File: src/rtl/sdram_burst_pkg.sv
package sdram_burst_pkg;

  typedef enum logic [3:0] {
    CMD_NOP   = 4'b0111,
    CMD_ACT   = 4'b0011,
    CMD_READ  = 4'b0101,
    CMD_WRITE = 4'b0100
  } sd_cmd_e;

  typedef enum logic [2:0] {
    ST_IDLE,
    ST_OPEN,
    ST_RCD,
    ST_BURST,
    ST_DRAIN,
    ST_DONE,
    ST_PRECH
  } seq_state_e;

endpackage

File: src/rtl/sbc_req_hold.sv
module sbc_req_hold #(
  parameter int BANK_W = 1,
  parameter int ROW_W  = 12,
  parameter int COL_W  = 8,
  parameter int DQ_W   = 16,
  parameter int LANES  = 2,
  parameter int BL     = 4,
  parameter int BEAT_W = 2
) (
  input  logic                  clk,
  input  logic                  rst_n,
  input  logic                  load_i,
  input  logic                  we_i,
  input  logic                  ap_i,
  input  logic [BANK_W-1:0]     bank_i,
  input  logic [ROW_W-1:0]      row_i,
  input  logic [COL_W-1:0]      col_i,
  input  logic [BL*DQ_W-1:0]    wdata_i,
  input  logic [BL*LANES-1:0]   mask_i,
  input  logic [BEAT_W-1:0]     beat_i,
  output logic                  we_o,
  output logic                  ap_o,
  output logic [BANK_W-1:0]     bank_o,
  output logic [ROW_W-1:0]      row_o,
  output logic [COL_W-1:0]      col_o,
  output logic [DQ_W-1:0]       beat_data_o,
  output logic [LANES-1:0]      beat_mask_o
);

  logic [BL*DQ_W-1:0]  wdata_q;
  logic [BL*LANES-1:0] mask_q;

  always_ff @(posedge clk or negedge rst_n) begin
    if (!rst_n) begin
      we_o    <= 1'b0;
      ap_o    <= 1'b0;
      bank_o  <= '0;
      row_o   <= '0;
      col_o   <= '0;
      wdata_q <= '0;
      mask_q  <= '0;
    end else if (load_i) begin
      we_o    <= we_i;
      ap_o    <= ap_i;
      bank_o  <= bank_i;
      row_o   <= row_i;
      col_o   <= col_i;
      wdata_q <= wdata_i;
      mask_q  <= mask_i;
    end
  end

  assign beat_data_o = wdata_q[beat_i*DQ_W +: DQ_W];
  assign beat_mask_o = mask_q[beat_i*LANES +: LANES];

endmodule

File: src/rtl/sbc_sequencer.sv
module sbc_sequencer
  import sdram_burst_pkg::*;
#(
  parameter int TRCD   = 2,
  parameter int TRP    = 2,
  parameter int CL     = 2,
  parameter int BL     = 4,
  parameter int BEAT_W = 2
) (
  input  logic              clk,
  input  logic              rst_n,
  input  logic              req_i,
  input  logic              we_i,
  input  logic              ap_i,
  output sd_cmd_e           cmd_o,
  output logic [BEAT_W-1:0] beat_o,
  output logic              burst_o,
  output logic              load_o,
  output logic              ready_o,
  output logic              done_o
);

  localparam int CNT_MAX = (TRCD > TRP) ? ((TRCD > CL) ? TRCD : CL)
                                        : ((TRP > CL) ? TRP : CL);
  localparam int CNT_W   = $clog2(CNT_MAX + 1);

  seq_state_e        state_q, state_d;
  logic [CNT_W-1:0]  cnt_q, cnt_d;
  logic [BEAT_W-1:0] beat_q, beat_d;

  always_comb begin
    state_d = state_q;
    cnt_d   = cnt_q;
    beat_d  = beat_q;
    unique case (state_q)
      ST_IDLE:  if (req_i) state_d = ST_OPEN;
      ST_OPEN: begin
        beat_d = '0;
        if (TRCD > 1) begin
          state_d = ST_RCD;
          cnt_d   = CNT_W'(TRCD - 1);
        end else begin
          state_d = ST_BURST;
        end
      end
      ST_RCD: begin
        if (cnt_q == CNT_W'(1)) state_d = ST_BURST;
        else                    cnt_d   = cnt_q - 1'b1;
      end
      ST_BURST: begin
        if (beat_q == BEAT_W'(BL - 1)) begin
          if (we_i) begin
            state_d = ST_DONE;
          end else begin
            state_d = ST_DRAIN;
            cnt_d   = CNT_W'(CL);
          end
        end else begin
          beat_d = beat_q + 1'b1;
        end
      end
      ST_DRAIN: begin
        if (cnt_q == CNT_W'(1)) state_d = ST_DONE;
        else                    cnt_d   = cnt_q - 1'b1;
      end
      ST_DONE: begin
        if (ap_i && (TRP > 0)) begin
          state_d = ST_PRECH;
          cnt_d   = CNT_W'(TRP);
        end else begin
          state_d = ST_IDLE;
        end
      end
      ST_PRECH: begin
        if (cnt_q == CNT_W'(1)) state_d = ST_IDLE;
        else                    cnt_d   = cnt_q - 1'b1;
      end
      default: state_d = ST_IDLE;
    endcase
  end

  always_ff @(posedge clk or negedge rst_n) begin
    if (!rst_n) begin
      state_q <= ST_IDLE;
      cnt_q   <= '0;
      beat_q  <= '0;
    end else begin
      state_q <= state_d;
      cnt_q   <= cnt_d;
      beat_q  <= beat_d;
    end
  end

  always_comb begin
    cmd_o = CMD_NOP;
    if (state_q == ST_OPEN) cmd_o = CMD_ACT;
    else if (state_q == ST_BURST && beat_q == '0) cmd_o = we_i ? CMD_WRITE : CMD_READ;
  end

  assign beat_o  = beat_q;
  assign burst_o = (state_q == ST_BURST);
  assign ready_o = (state_q == ST_IDLE);
  assign load_o  = ready_o && req_i;
  assign done_o  = (state_q == ST_DONE);

  p_accept_opens_row_r1: assert property (@(posedge clk) disable iff (!rst_n)
    (req_i && ready_o) |=> (cmd_o == CMD_ACT));

  p_done_one_cycle_r8: assert property (@(posedge clk) disable iff (!rst_n)
    done_o |=> !done_o);

  p_busy_not_ready_r9: assert property (@(posedge clk) disable iff (!rst_n)
    (cmd_o != CMD_NOP) |-> !ready_o);

  if (TRCD > 1) begin : g_rcd_chk
    p_nop_before_column_r2: assert property (@(posedge clk) disable iff (!rst_n)
      (cmd_o == CMD_READ || cmd_o == CMD_WRITE) |-> ($past(cmd_o) == CMD_NOP));
  end

endmodule

File: src/rtl/sbc_rd_capture.sv
module sbc_rd_capture #(
  parameter int DQ_W  = 16,
  parameter int LANES = 2,
  parameter int CL    = 2
) (
  input  logic             clk,
  input  logic             rst_n,
  input  logic             issue_i,
  input  logic [LANES-1:0] mask_i,
  input  logic [DQ_W-1:0]  dq_i,
  output logic [DQ_W-1:0]  rd_data_o,
  output logic             rd_valid_o
);

  localparam int LANE_W = DQ_W / LANES;

  logic [CL-1:0]    slot_v_q;
  logic [LANES-1:0] slot_m_q [CL];
  logic [DQ_W-1:0]  cap_d;
  logic             tail_v;
  logic [LANES-1:0] tail_m;

  always_ff @(posedge clk or negedge rst_n) begin
    if (!rst_n) begin
      slot_v_q    <= '0;
      slot_m_q[0] <= '0;
    end else begin
      slot_v_q[0] <= issue_i;
      slot_m_q[0] <= mask_i;
    end
  end

  for (genvar s = 1; s < CL; s++) begin : g_slot
    always_ff @(posedge clk or negedge rst_n) begin
      if (!rst_n) begin
        slot_v_q[s] <= 1'b0;
        slot_m_q[s] <= '0;
      end else begin
        slot_v_q[s] <= slot_v_q[s-1];
        slot_m_q[s] <= slot_m_q[s-1];
      end
    end
  end

  assign tail_v = slot_v_q[CL-1];
  assign tail_m = slot_m_q[CL-1];

  for (genvar l = 0; l < LANES; l++) begin : g_lane
    assign cap_d[l*LANE_W +: LANE_W] = tail_m[l] ? '0 : dq_i[l*LANE_W +: LANE_W];
  end

  always_ff @(posedge clk or negedge rst_n) begin
    if (!rst_n) begin
      rd_valid_o <= 1'b0;
      rd_data_o  <= '0;
    end else begin
      rd_valid_o <= tail_v && !(&tail_m);
      if (tail_v) rd_data_o <= cap_d;
    end
  end

  p_valid_after_slot_r6: assert property (@(posedge clk) disable iff (!rst_n)
    rd_valid_o |-> $past(issue_i, CL + 1));

endmodule

File: src/rtl/sdram_burst_ctrl.sv
module sdram_burst_ctrl
  import sdram_burst_pkg::*;
#(
  parameter int BANK_W = 1,
  parameter int ROW_W  = 12,
  parameter int COL_W  = 8,
  parameter int DQ_W   = 16,
  parameter int BL     = 4,
  parameter int CL     = 2,
  parameter int TRCD   = 2,
  parameter int TRP    = 2,
  parameter int AP_BIT = 10
) (
  input  logic                       clk,
  input  logic                       rst_n,
  input  logic                       req_i,
  input  logic                       req_we_i,
  input  logic                       req_ap_i,
  input  logic [BANK_W-1:0]          req_bank_i,
  input  logic [ROW_W-1:0]           req_row_i,
  input  logic [COL_W-1:0]           req_col_i,
  input  logic [BL*DQ_W-1:0]         req_wdata_i,
  input  logic [BL*(DQ_W/8)-1:0]     req_mask_i,
  output logic                       ready_o,
  output logic                       done_o,
  output logic [DQ_W-1:0]            rd_data_o,
  output logic                       rd_valid_o,
  output logic                       sd_cke_o,
  output logic                       sd_cs_n_o,
  output logic                       sd_ras_n_o,
  output logic                       sd_cas_n_o,
  output logic                       sd_we_n_o,
  output logic [BANK_W-1:0]          sd_ba_o,
  output logic [ROW_W-1:0]           sd_addr_o,
  output logic [DQ_W/8-1:0]          sd_dqm_o,
  output logic [DQ_W-1:0]            sd_dq_o,
  output logic                       sd_dq_oe_o,
  input  logic [DQ_W-1:0]            sd_dq_i
);

  localparam int LANES  = DQ_W / 8;
  localparam int BEAT_W = (BL > 1) ? $clog2(BL) : 1;

  sd_cmd_e           cmd;
  logic [BEAT_W-1:0] beat;
  logic              in_burst, load;
  logic              we_q, ap_q;
  logic [BANK_W-1:0] bank_q;
  logic [ROW_W-1:0]  row_q;
  logic [COL_W-1:0]  col_q;
  logic [DQ_W-1:0]   beat_data;
  logic [LANES-1:0]  beat_mask;

  sbc_req_hold #(
    .BANK_W(BANK_W), .ROW_W(ROW_W), .COL_W(COL_W), .DQ_W(DQ_W),
    .LANES(LANES), .BL(BL), .BEAT_W(BEAT_W)
  ) u_hold (
    .clk(clk), .rst_n(rst_n), .load_i(load),
    .we_i(req_we_i), .ap_i(req_ap_i), .bank_i(req_bank_i),
    .row_i(req_row_i), .col_i(req_col_i), .wdata_i(req_wdata_i),
    .mask_i(req_mask_i), .beat_i(beat),
    .we_o(we_q), .ap_o(ap_q), .bank_o(bank_q), .row_o(row_q), .col_o(col_q),
    .beat_data_o(beat_data), .beat_mask_o(beat_mask)
  );

  sbc_sequencer #(
    .TRCD(TRCD), .TRP(TRP), .CL(CL), .BL(BL), .BEAT_W(BEAT_W)
  ) u_seq (
    .clk(clk), .rst_n(rst_n), .req_i(req_i), .we_i(we_q), .ap_i(ap_q),
    .cmd_o(cmd), .beat_o(beat), .burst_o(in_burst), .load_o(load),
    .ready_o(ready_o), .done_o(done_o)
  );

  sbc_rd_capture #(
    .DQ_W(DQ_W), .LANES(LANES), .CL(CL)
  ) u_cap (
    .clk(clk), .rst_n(rst_n), .issue_i(in_burst && !we_q),
    .mask_i(beat_mask), .dq_i(sd_dq_i),
    .rd_data_o(rd_data_o), .rd_valid_o(rd_valid_o)
  );

  assign sd_cke_o = 1'b1;
  assign {sd_cs_n_o, sd_ras_n_o, sd_cas_n_o, sd_we_n_o} = cmd;

  always_comb begin
    sd_addr_o = '0;
    sd_ba_o   = '0;
    unique case (cmd)
      CMD_ACT: begin
        sd_addr_o = row_q;
        sd_ba_o   = bank_q;
      end
      CMD_READ, CMD_WRITE: begin
        sd_addr_o[COL_W-1:0] = col_q;
        sd_addr_o[AP_BIT]    = ap_q;
        sd_ba_o              = bank_q;
      end
      default: ;
    endcase
  end

  assign sd_dqm_o   = in_burst ? beat_mask : '0;
  assign sd_dq_oe_o = in_burst && we_q;
  assign sd_dq_o    = sd_dq_oe_o ? beat_data : '0;

  p_drive_starts_on_write_r4: assert property (@(posedge clk) disable iff (!rst_n)
    $rose(sd_dq_oe_o) |-> (cmd == CMD_WRITE));

  p_no_read_beat_while_driving_r7: assert property (@(posedge clk) disable iff (!rst_n)
    sd_dq_oe_o |-> !rd_valid_o);

endmodule

File: config.mk
export PLATFORM = sky130hd
export DESIGN_NAME = sdram_burst_ctrl
export DESIGN_NICKNAME = d
export VERILOG_FILES = /design/src/rtl/sdram_burst_pkg.sv /design/src/rtl/sbc_req_hold.sv /design/src/rtl/sbc_sequencer.sv /design/src/rtl/sbc_rd_capture.sv /design/src/rtl/sdram_burst_ctrl.sv
export SDC_FILE = /design/constraint.sdc
export NUM_CORES = 1
export LEC_CHECK = 0
export CORE_UTILIZATION = 40
export CTS_BUF_LIST = sky130_fd_sc_hd__clkbuf_8
export DETAILED_ROUTE_END_ITERATION = 8
export PLACE_DENSITY = 0.72
export SLEW_MARGIN = 15
export SYNTH_ARGS = -nofsm -noshare
export SYNTH_HDL_FRONTEND = slang
export SYNTH_HIERARCHICAL = 1
export SYNTH_SLANG_ARGS = --single-unit
export TNS_END_PERCENT = 100
File: constraint.sdc
create_clock -name clk -period 1.8 [get_ports clk]
set_input_delay 0.18 -clock clk [delete_from_list [all_inputs] [get_ports clk]]
set_output_delay 0.18 -clock clk [all_outputs]
set_load 0.005 [all_outputs]
==> results.md, run 1 <==
- IR analysis of the VDD net gives a maximum drop of 0.000931 V.
- The critical path's slowest cell is dfrtp_1.
- In this run the worst path has a maximum fanout of 3.
- The repair_antennas step left the layout with diodes totalling 0.
- The first TritonRoute pass finished after 4 iterations.
- The count of final hold-check violations is 0.
- The area growth from synthesis to layout is 57.6%.
- The largest net degree at the start of global routing is 51.
- STA classifies the critical path endpoint as a primary output.
- The count of clock tree sinks is 125.
- The total of fill cells in the finished design is 1033.
- The DRC marker count from the first detailed-route iteration is 168.
- The detailed router placed 4374 vias in this run.
- The number of maximum-capacitance constraint violations is 0.
- The total chip power is 15.7 mW.
- The mean post-synth cell area is 14.1 µm².
- The number of antenna violations at the first check in global routing is 0.
- The maximum number of buffers from clock root to sink is 2.
- The commonest non-fill, non-tap cell in the layout is clkdlybuf4s50_1.
- For this design the static power due to leakage is 4.03 nW.
- The sequential cell area fraction in the yosys report is 0.529.
- The number of global-route vias before repair is 4467.
- The final worst-path setup slack is -0.403 ns.
- The flow ran to the end, but the final reports show violations.
- The detailed-route wire length per cell is between 20 and 25 µm.
- The most common cell type on the critical path is buf_6.
- After clock tree synthesis, the clock-pin slew on the worst setup and hold paths is around 0.07 ns.
- The critical path launch point type is a flop.
- The max-slew violation count is 0.
- In this run the number of H-tree levels came out at 4.
- The y dimension of the die is 124 µm.
- The signal on the critical path passes through buf_6, nor2_4, nand2_2, nand4_1, buf_4, buf_6, nand2_4, nor4b_2, buf_2.
- The core utilization of the finished layout is 0.644.
- The multiplexer area fraction after synthesis is 0.263.
- After detailed routing, the number of remaining DRC violations is 0.
- Using the TritonRoute via totals, the vias-per-cell ratio works out to 5.20.
- The number of antenna-violating nets in the routed design is 0.
- On the final layout, the worst clock skew is 0.00852 ns.
- From left edge to right edge, the die measures 124 µm.
- Of the total synthesized cell area, the portion taken by XOR and XNOR cells is 0.
- The quantity of I/O buffers inserted on ports is 167.
- The library cells used most frequently in the layout, excluding fill and tap cells, are clkdlybuf4s50_1 (129), dfrtp_1 (123), mux2_4 (59), buf_6 (43), mux2_2 (38).
- Setup repair after global routing could not meet its margin everywhere.
- After the last flow step, the layout net total stands at 761.
- For this design the top-level I/O count stands at 170.
- The fraction of the mapped netlist area in adder cells is 0.00635.
- For this configuration, the core starts out at a cell density of 0.409.
- Setup violations remaining at the end of the flow were counted as 109.
- The power density normalized to cell area is ~1700 mW/mm².
- The data arrival time of the worst path is between 2 and 2.5 ns.
- After global routing the overflow that remains totals 0.
- TritonCTS built the clock tree.
- The mapped netlist covers 0.00592 mm².
- The share of synthesized cell area in and, or, nand and nor gates is 0.104.
- Counting every instance in the synthesized netlist gives 420.
- The standard cell area after detailed placement is approximately 0.0078 mm².
- Based on the critical path, the design can be clocked at up to 0.454 GHz.
- Buffers inserted during clock tree synthesis total 17.
- The maximum single-stage delay on the critical path is between 0.3 and 0.4 ns.
- The global-route total usage across every layer is 0.206.
- The number of warning messages in the yosys log is 6.
- The finished cells cover 0.00932 mm².
- By startpoint and endpoint, the worst setup path is classified as flop to primary output.
- The share of cells above drive strength 1 is 0.451.
- The die footprint is 0.0153 mm².
- The kind of path behind the tightest hold check is input pin to asynchronous set/reset pin.
- The number of unique standard cell types used by synthesis is 43.
- The sequential cells in the finished layout cover a total of 0.00313 mm².
- Dividing the final minimum period by the clock period gives 1.22.
- The floorplan has 44 rows.
- The post-DP HPWL is 9.41 mm.
- The floorplan step defined a core boundary enclosing 0.0145 mm².
- The register bit count reported by yosys is 125.
- The final routed wirelength across all metal layers is roughly 17 mm.
- The endpoint required time on the critical path is ~1.6 ns.
- The smallest clock period supported by the final layout is computed as 2.20 ns.
- The number of nets produced by synthesis is 537.
- The worst setup slack after placement is -0.196 ns.
- In this run the critical register-to-register path is launched from u_seq/state_q[0]$_DFFE_PN0P_.
- The clock latency reported for the late side of the worst-skew pair is approximately 0.44 ns.
- The hold slack is 0.232 ns.
- The critical path starts at u_seq/state_q[2]$_DFFE_PN0P_.
- The cell sitting at the root of the clock tree is a clkbuf_8.
- The checks that failed: negative setup slack.
- The first global-routing pass estimated around 23 mm of wire.
- The final RePlAce weighted congestion is 0.771.
- The area of combinational cells with multiple inputs is 0.00279 mm².
- After synthesis, the largest family of logic cells by area is multiplexers.
- The post-synthesis compound-gate area fraction was 0.0368.
[worst paths after layout]
path                                              endpoint  slack [ns]  depth (start not counted)
max in group asynchronous   u_cap/rd_data_o[4]$_DFFE_PN0P_        0.94                          3
min in group clk           u_cap/rd_data_o[12]$_DFFE_PN0P_        0.30                          3
max                                           sd_addr_o[8]       -0.40                          9
min reg2reg                      u_cap/tail_m[0]$_DFF_PN0_        0.35                          0
min                         u_cap/rd_data_o[7]$_DFFE_PN0P_        0.23                          2
max reg2reg                 u_hold/wdata_q[19]$_DFFE_PN0P_       -0.12                          7
[registers in the layout (all words and copies together) (netlist names), 3 cells and up]
| register | cells |
|---|---|
| u_cap/rd_data_o | 16 |
| u_hold/mask_q | 8 |
| u_hold/wdata_q | 64 |
| u_seq/state_q | 3 |
| u_hold/col_o | 8 |
| u_hold/row_o | 12 |
[report_power, final]
part	switching (mW)	internal, mW	total [mW]
sequential	0.833	4.22	5.05
combinational	2.83	5.15	7.99
clock	1.16	1.49	2.65
total	4.83	10.9	15.7
[per-layer routing]
metal  up-vias  track usage  routed length [µm]
li1       1967            -                   -
met5         -            0                   0
met4         0       0.0851                 299
met1      2237        0.262                7400
met3        24       0.0650                 934
met2       146        0.325                8250
[metrics by stage]
step | instances | setup TNS [ns]
after global routing | 841 | -20.71
after detailed placement | 763 | -4.59
final | 841 | -14.12
after global placement | 763 | -4.23
after CTS | 823 | -16.01
after floorplan | 420 | 0
[synth_stat cells (all sizes together)]
library cell / instances / area share
buf: 31 / 0.048
nor2: 3 / 0.0023
or2b: 1 / 0.0019
a21oi: 11 / 0.0093
nand3b: 23 / 0.029
nand3: 1 / 0.00085
o21a: 1 / 0.0013
dfrtp: 125 / 0.53
nand4b: 9 / 0.013
nor4b: 3 / 0.0091
a22o: 4 / 0.0059
and2: 4 / 0.0042
ha: 3 / 0.0063
and3: 17 / 0.018
inv: 17 / 0.011
a31oi: 1 / 0.0011
o21ai: 19 / 0.017
nor2b: 3 / 0.0032
nor3: 2 / 0.0017
a21o: 1 / 0.0013
nand4: 1 / 0.0011
clkbuf: 2 / 0.0013
a21boi: 1 / 0.0013
and3b: 2 / 0.0030
nand4bb: 1 / 0.0019
mux4: 18 / 0.074
nand2: 10 / 0.0089
conb: 2 / 0.0013
mux2i: 2 / 0.0034
and2b: 1 / 0.0013
mux2: 97 / 0.19
nand2b: 4 / 0.0042
[worst max-delay path, delay by kind of cell, from the launching register on]
family / cells / cell delay (ns)
simple gates: 5 / 0.66
buf+inv: 4 / 0.53
flops: 1 / 0.39
[logic make-up after synthesis]
kind of cell,Yosys count
buffers and inverters,50
adders and majority gates,3
muxes,117
other,2
AOI/OAI and AO/OA,38
and+or+nand+nor,85
DFF,125
[final cells by class]
class,count,area share
inverters,17,0.00712
clock inverters,12,0.0172
clock buffers,20,0.0295
repair buffers,238,0.286
multi-input cells,245,0.299
well taps,184,0.0247
flip-flops and latches,125,0.336
[repair_timing]
item	in CTS	in global routing
hold endpoints to repair	28	0
resized for setup	215	91
hold buffers	1	0
gates cloned	4	13
buffers inserted	23	7
pin swaps	38	12
setup endpoints to repair	37	128
(Power assumes the default switching activity.)
==> run 2, diff against run 1 <==
--- a/config.mk
+++ b/config.mk
@@ -5,10 +5,10 @@
 export SDC_FILE = /design/constraint.sdc
 export NUM_CORES = 1
 export LEC_CHECK = 0
-export CORE_UTILIZATION = 40
+export CORE_UTILIZATION = 45
 export CTS_BUF_LIST = sky130_fd_sc_hd__clkbuf_8
 export DETAILED_ROUTE_END_ITERATION = 8
-export PLACE_DENSITY = 0.72
+export PLACE_DENSITY = 0.79
 export SLEW_MARGIN = 15
 export SYNTH_ARGS = -nofsm -noshare
 export SYNTH_HDL_FRONTEND = slang
==> constraint.sdc (replaced) <==
create_clock -name clk -period 1.8 [get_ports clk]
set_input_delay 0.27 -clock clk [delete_from_list [all_inputs] [get_ports clk]]
set_output_delay 0.27 -clock clk [all_outputs]
set_load 0.005 [all_outputs]
==> results.md, run 2 (synthesis gave the netlist of run 1 again) <==
- Counting the buffers created by CTS gives 17.
- The startpoint identified for the worst hold timing path is u_cap/slot_m_q[2]$_DFF_PN0_.
- The peak clock frequency supported by timing is 0.443 GHz.
- The tool flagged a number of max-cap violations equal to 0.
- At the worst endpoint, the required time is roughly 1.5 ns.
- The number of antenna violations at the first check in global routing was 0.
- The register with the most flip-flops is u_hold/wdata_q.
- The endpoint of the worst setup timing path is sd_dq_o[0].
- Summed over all layers, the routed wires come to 18.1 mm.
- The final critical path time including I/O delays and setup is 2.26 ns.
- The clock transition at the registers of the reported paths is 0.07 ns.
- The count of buffering cells on the critical path with inverters included is 4.
- The DRC marker count from the first detailed-route iteration is between 200 and 300.
- The total of fill cells in the finished design is 827.
- The most common cell type on the critical path is buf_12.
- The signal on the critical path passes through buf_12, buf_12, buf_4, mux4_2, and3_4, buf_6.
- The critical path starts at u_seq/beat_o[0]$_DFFE_PN0P_.
- For the worst flop-to-flop path, the logic depth is 7.
- VDD sags by at most around 0.00087 V.
- The commonest non-fill, non-tap cell in the layout is clkdlybuf4s50_1.
- The type of the worst setup path is flop to primary output.
- The core utilization of the finished layout is 0.741.
- The area growth from synthesis to layout is 59.4%.
- The flip-flop count of the largest register, all copies and words added is 64.
- The standard cell area after detailed placement is 0.00780 mm².
- The clock latency reported for the late side of the worst-skew pair is 0.44 ns.
- The relative contribution of combinational cells to total power is 0.529.
- The largest registers in the layout are u_hold/wdata_q: 64 flops, u_cap/rd_data_o: 16 flops, u_hold/row_o: 12 flops.
- After floorplanning, the core was divided into 41 placement rows.
- The total chip power is 16.3 mW.
- The count of endpoints failing setup in the final report is 130.
- Dividing the detail-routed wire length by the instance count gives 21.7 µm.
- Among cell families on the critical path, the largest total delay comes from buffers and inverters.
- The kind of path behind the tightest hold check is flop to flop.
- The fraction of power spent switching nets is 0.314.
- In the routed design, unresolved DRC markers number 0.
- For the worst setup path, the data arrival time is about 2 ns.
- Using the TritonRoute via totals, the vias-per-cell ratio works out to approximately 5.4.
- The number of gates on the worst path with buffers counted is 6.
- The capture point of the worst reg-to-reg path is u_hold/wdata_q[16]$_DFFE_PN0P_.
- The count of nets left with antenna violations once routing finished came out at 0.
- The CTS tree is built.
- The count of final hold-check violations is 0.
- At the pin with the least slew margin, the transition time is 0.667 ns.
- For this run, the post-layout net count is between 700 and 800.
- After layout, the worst setup slack is -0.455 ns.
- The quantity of I/O buffers inserted on ports is 167.
- The internal power is 11.2 mW.
- The root cell of the clock tree is clkbuf_8.
- The die is 117 µm tall.
- The power share of the sequential group is 0.317.
- The die covers roughly 0.014 mm².
- STA classifies the critical path endpoint as a primary output.
- Once layout is done, the placed cells without fillers occupy 0.00943 mm².
- The global-route total usage across every layer is 0.236.
- The post-route clock skew is ~0.0077 ns.
- The clock share of power is 0.154.
- The die is 117 µm wide.
- STA classifies the critical path startpoint as a flop.
- The final RePlAce weighted congestion is 0.755.
- The startpoint of the worst-slack reg-to-reg timing path is u_seq/state_q[1]$_DFFE_PN0P_.
- The core region is 0.0127 mm².
- The net switching power is around 5.1 mW.
- The max-slew violation count was 0.
- Along the worst path, the maximum fanout reaches 5.
- The count of pins on the block boundary is 170.
- The maximum number of buffers from clock root to sink is 2.
- The via total after detailed routing is 4516.
- Setup slack on the worst reg-to-reg path comes out at -0.15 ns.
- The run finished, with violations left.
- The HPWL after detailed placement is 9.67 mm.
- The antenna cell count is 0.
- The fraction of the cycle the final worst path needs is 1.25.
- The sum of overflow across all layers after global routing is 0.
- The count of clock tree sinks is ~130.
- The number of global-route vias before repair is ~4500.
- The power density normalized to cell area is 1730 mW/mm².
- The relative slew slack is 0.555.
- Before antenna repair, the detailed router went through 6 iterations.
- The starting utilization of the core area is 0.465.
- The final reports fail on negative setup slack.
- The level count of the clock H-tree is 4.
- In the layout the commonest cells are clkdlybuf4s50_1 (129), dfrtp_1 (123), mux2_4 (97), buf_6 (51), nand3b_1 (23).
- The slowest stage of the critical path is the dfrtp_2 cell.
- The largest net degree at the start of global routing is between 100 and 150.
- The static power due to leakage is between 4 and 5 nW.
- The wire length of the first global-routing pass is 23.4 mm.
- For this run, the slowest stage of the critical path takes 0.45 ns.
- Setup repair after global routing could not meet its margin everywhere.
- The share of cells above drive strength 1 is 0.451.
-- run 2: cell count changes in the layout (fill, tap and decap cells not counted), sizes merged --
| cell | before | now |
|---|---|---|
| clkinv | 4 | 8 |
| and2 | 4 | 7 |
| buf | 95 | 98 |
| clkinvlp | 4 | 2 |
| bufbuf | 1 | 0 |
| clkbuf | 30 | 29 |
| clkdlybuf4s15 | 1 | 0 |
| inv | 18 | 17 |
-- run 2: stage by stage --
step	setup slack, ns	TNS (ns)	hold WS (ns)	std cells
finish	-0.455	-23.68	0.351	833
global route	-0.544	-31.47	0.360	833
CTS	-0.545	-17.15	0.358	816
detailed placement	-0.300	-7.27	0.340	752
global placement	-0.259	-6.66	0.331	752
floorplan	0.0183	0	-0.0256	420
-- run 2: worst min-delay path by stage --
stage,endpoint,slack (ns),depth (start not counted)
2_1_floorplan,u_cap/rd_data_o[0]$_DFFE_PN0P_,-0.03,0
3_3_place_gp,u_cap/tail_v$_DFF_PN0_,0.33,0
3_5_place_dp,u_cap/tail_m[0]$_DFF_PN0_,0.34,0
4_1_cts,u_cap/tail_v$_DFF_PN0_,0.36,0
5_1_grt,u_cap/tail_v$_DFF_PN0_,0.36,0
6_report,u_cap/tail_m[0]$_DFF_PN0_,0.35,0
-- run 2: final cells by class --
class                           count  area (µm²)  area share
Sequential cell                   125        3130       0.332
Clock buffer                       18         248      0.0263
Clock inverter                     13         149      0.0158
Timing Repair Buffer              240        2660       0.283
Inverter                           17        63.8     0.00677
Multi-Input combinational cell    248        2960       0.314
Tap cell                          172         215      0.0228
-- run 2: timing repair --
action / 4_1_cts / 5_1_grt
hold buffers: 1 / 0
gates cloned: 5 / 17
hold endpoints to repair: 125 / 0
pin swaps: 16 / 22
setup endpoints to repair: 37 / 133
resized for setup: 228 / 137
buffers inserted: 27 / 11
-- run 2: worst register-to-register path: cells and delay by family, from the launching register on --
family	cells	cell delay, ns
buf+inv	4	0.58
simple gates	2	0.52
flops	1	0.44
mux	1	0.30
-- run 2: power by group through the flow --
stage	clock [mW]	combinational (mW)	sequential (mW)
after floorplan	0	3.86	4.78
after global placement	0	5.42	4.93
after detailed placement	0	5.62	5.04
after CTS	2.55	7.04	5.03
after global routing	2.70	9.09	5.29
final	2.51	8.62	5.15
-- run 2: metal layers --
metal	vias up	GRT usage	share of wire
met5	-	0	0
met4	0	0.114	0.022
met3	28	0.0768	0.064
met2	172	0.381	0.50
met1	2344	0.287	0.41
li1	1972	-	-
==> run 3, diff against run 2 <==
--- a/config.mk
+++ b/config.mk
@@ -8,6 +8,7 @@
 export CORE_UTILIZATION = 45
 export CTS_BUF_LIST = sky130_fd_sc_hd__clkbuf_8
 export DETAILED_ROUTE_END_ITERATION = 8
+export GPL_TIMING_DRIVEN = 0
 export PLACE_DENSITY = 0.79
 export SLEW_MARGIN = 15
 export SYNTH_ARGS = -nofsm -noshare
==> results.md, run 3 (synthesis gave the netlist of run 1 again) <==
- The flow ran to the end, but the final reports show violations.
- The checks that failed: negative setup slack.
- The internal power of the cells totals ~12 mW.
- The detailed router finished its first iteration with 357 violations.
- After floorplanning, the core was sized to cover 0.0127 mm².
- The die footprint is 0.0136 mm².
- Of the total power, combinational logic draws 0.530.
- CTS saw about 130 sinks.
- The analysis attributes to cell leakage a power of 4.29 nW.
- The root cell of the clock tree is clkbuf_8.
- In the final layout, the share of cells above drive strength 1 is 0.464.
- In this run the tool buffered the top-level ports with roughly 170 buffer cells.
- Pin placement for this block handled 170 I/O pins.
- The first global-routing pass estimated between 20 and 30 mm of wire.
- The die boundary width is 117 µm.
- The flop-to-flop setup slack is -0.23 ns.
- The final worst-path setup slack is -0.651 ns.
- In the final layout, the multi-input gates occupy 0.00293 mm².
- The relative slew slack is 0.605.
- At the pin with the least slew margin, the transition time is 0.592 ns.
- The number of optimization iterations in the first detailed-route pass is 5.
- The starting utilization of the core area is 0.465.
- The library cell used most frequently in the layout, excluding fill and tap cells, is clkdlybuf4s50_1.
- The number of DRC violations after detailed routing is 0.
- The fraction of the cycle the final worst path needs is 1.36.
- The max-slew violation count is 0.
- The register with the most flip-flops is u_hold/wdata_q.
- The number of nets in the layout is roughly 800.
- Dividing the detail-routed via count by the number of cells gives 5.36.
- The number of rows in the core area is about 40.
- For the worst setup path, the data required time is 1.53 ns.
- The completed layout was analyzed and its total power is 16.7 mW.
- The final routed wirelength across all metal layers is 18.7 mm.
- The final critical path time including I/O delays and setup is 2.45 ns.
- In the global route stage, overall resource usage came out at 0.276.
- From synthesis to final layout, the design area changed by 63.6%.
- For this design the ratio of total power to cell area is 1730 mW/mm².
- Summed over all nets, the switching power comes to a little over 5 mW.
- Setup repair after global routing could not meet its margin everywhere.
- The total instance count after detailed placement is 760.
- On the worst path, the slowest cell contributes a delay of about 0.4 ns.
- Entering global routing, the biggest net connects between 60 and 70 pins.
- The number of antenna violations at the first check in global routing is 0.
- In the final layout, flip-flops and latches occupy 0.00313 mm².
- The final RePlAce weighted congestion is 0.876.
- The final route contains 4568 vias.
- The kind of path behind the tightest hold check is flop to flop.
- In this run, CTS created clock tree buffers numbering 17.
- The count of cells in the finished layout, fillers not included, comes to 852.
- The peak clock frequency supported by timing is 0.408 GHz.
- The clock share of power is 0.162.
- The number of antenna-violating nets in the routed design is 0.
- The number of global-route vias before repair is 4894.
- The core utilization of the finished layout is 0.761.
- The capturing element type of the critical path is a primary output.
- Data arrives at the worst endpoint at ~2.2 ns.
- The CTS tree is built.
- Traced cell by cell, the critical path runs through buf_6, nor2_4, nand2_8, nand4_1, buf_4, buf_6, buf_6, nand4b_1, a21oi_1, buf_2.
- The startpoint of the worst-slack reg-to-reg timing path is u_seq/state_q[1]$_DFFE_PN0P_.
- The die is between 100 and 150 µm tall.
- The worst register-to-register path ends at u_hold/wdata_q[49]$_DFFE_PN0P_.
- Of the total power, registers draw 0.308.
- STA classifies the critical path startpoint as a flop.
- The sum of overflow across all layers after global routing is 0.
- The level count of the clock H-tree is 4.
- The number of maximum-capacitance constraint violations is 0.
- The number of cells on the worst reg-to-reg path is 9.
- The endpoint of the worst setup timing path is sd_addr_o[6].
- The maximum number of buffers from clock root to sink is 2.
- The start point of the critical path is u_seq/state_q[1]$_DFFE_PN0P_.
- The later pin in the worst-skew pair is clocked with a latency of between 0.4 and 0.5 ns.
- The setup path with the least slack is of type flop to primary output.
- Clock-pin slew was measured on the worst setup and hold paths at around 0.08 ns.
- The count of endpoints failing setup in the final report is 132.
- The most common cell type on the critical path is buf_6.
- In the layout the commonest cells are clkdlybuf4s50_1 (129), dfrtp_1 (124), mux2_4 (97), buf_6 (54), clkbuf_8 (25).
- The post-route clock skew is 0.00915 ns.
- Along the worst path, the maximum fanout reaches 3.
- The largest registers in the layout are u_hold/wdata_q: 64 flops, u_cap/rd_data_o: 16 flops, u_hold/row_o: 12 flops.
- The fraction of power spent switching nets is 0.308.
- The flip-flop count of the largest register, all copies and words added is 64.
- In the final routed layout, each cell accounts on average for 21.9 µm.
- The count of final hold-check violations came to 0.
- Counting the fill cells in the layout gives 801.
- After legalization and detailed placement, the total HPWL measured 10.6 mm.
- The highest ir drop seen on vdd is 0.000836 V.
- The slowest stage of the critical path belongs to the cell dfrtp_1.
## run 3: stage by stage
step	TNS (ns)	hold WS [ns]	worst slack, ns	area [µm²]
6_report	-30.77	0.346	-0.651	9680
5_1_grt	-39.05	0.357	-0.736	9680
4_1_cts	-21.03	0.348	-0.565	9370
3_5_place_dp	-27.65	0.295	-0.734	7840
3_3_place_gp	-562.76	0.333	-4.30	7810
2_1_floorplan	0	-0.0256	0.0183	5920
## run 3: worst min-delay path by stage
stage,from,to,slack [ns],cells after the start
after global routing,u_cap/slot_v_q[0]$_DFF_PN0_,u_cap/tail_v$_DFF_PN0_,0.36,0
final,u_cap/slot_v_q[0]$_DFF_PN0_,u_cap/tail_v$_DFF_PN0_,0.35,0
after floorplan,rst_n,u_cap/rd_data_o[0]$_DFFE_PN0P_,-0.03,0
after detailed placement,rst_n,u_seq/cnt_q[0]$_DFFE_PN0P_,0.29,1
after global placement,u_cap/slot_v_q[0]$_DFF_PN0_,u_cap/tail_v$_DFF_PN0_,0.33,0
after CTS,u_cap/slot_v_q[0]$_DFF_PN0_,u_cap/tail_v$_DFF_PN0_,0.35,0
## run 3: final cells by class
type / count / share of cell area
Clock buffer: 24 / 0.0341
Buffer: 29 / 0.0421
Antenna cell: 1 / 0.000258
Clock inverter: 8 / 0.0115
Multi-Input combinational cell: 245 / 0.302
Timing Repair Buffer: 231 / 0.257
Tap cell: 172 / 0.0222
Sequential cell: 125 / 0.323
Inverter: 17 / 0.00685
## run 3: power groups by stage
| stage | Combinational, mW | Clock, mW | Sequential [mW] |
|---|---|---|---|
| CTS | 7.94 | 2.75 | 5.05 |
| global route | 9.37 | 2.88 | 5.28 |
| global placement | 5.49 | 0 | 4.97 |
| finish | 8.87 | 2.70 | 5.15 |
| detailed placement | 5.68 | 0 | 5.06 |
| floorplan | 3.86 | 0 | 4.78 |
## run 3: layer usage
layer	wire, µm	part of all wire	global-route usage
met1	7670	0.41	0.341
met2	9570	0.51	0.465
met3	1160	0.062	0.0737
met4	290	0.016	0.105
met5	0	0	0
## run 3: timing repair
| item | 4_1_cts | 5_1_grt |
|---|---|---|
| hold buffers | 1 | 0 |
| setup buffers | 40 | 23 |
| endpoints found under the hold margin | 60 | 0 |
| gates resized for setup | 307 | 97 |
| endpoints found under the setup margin | 127 | 130 |
| gates cloned | 12 | 2 |
| pin swaps | 36 | 15 |
## run 3: critical path: cells and delay by family, from the launching register on
family	cells	cell delay [ns]
AO/OA/AOI/OAI	1	0.16
AND/OR/NAND/NOR	4	0.53
flip-flops	1	0.41
buffers and inverters	5	0.62
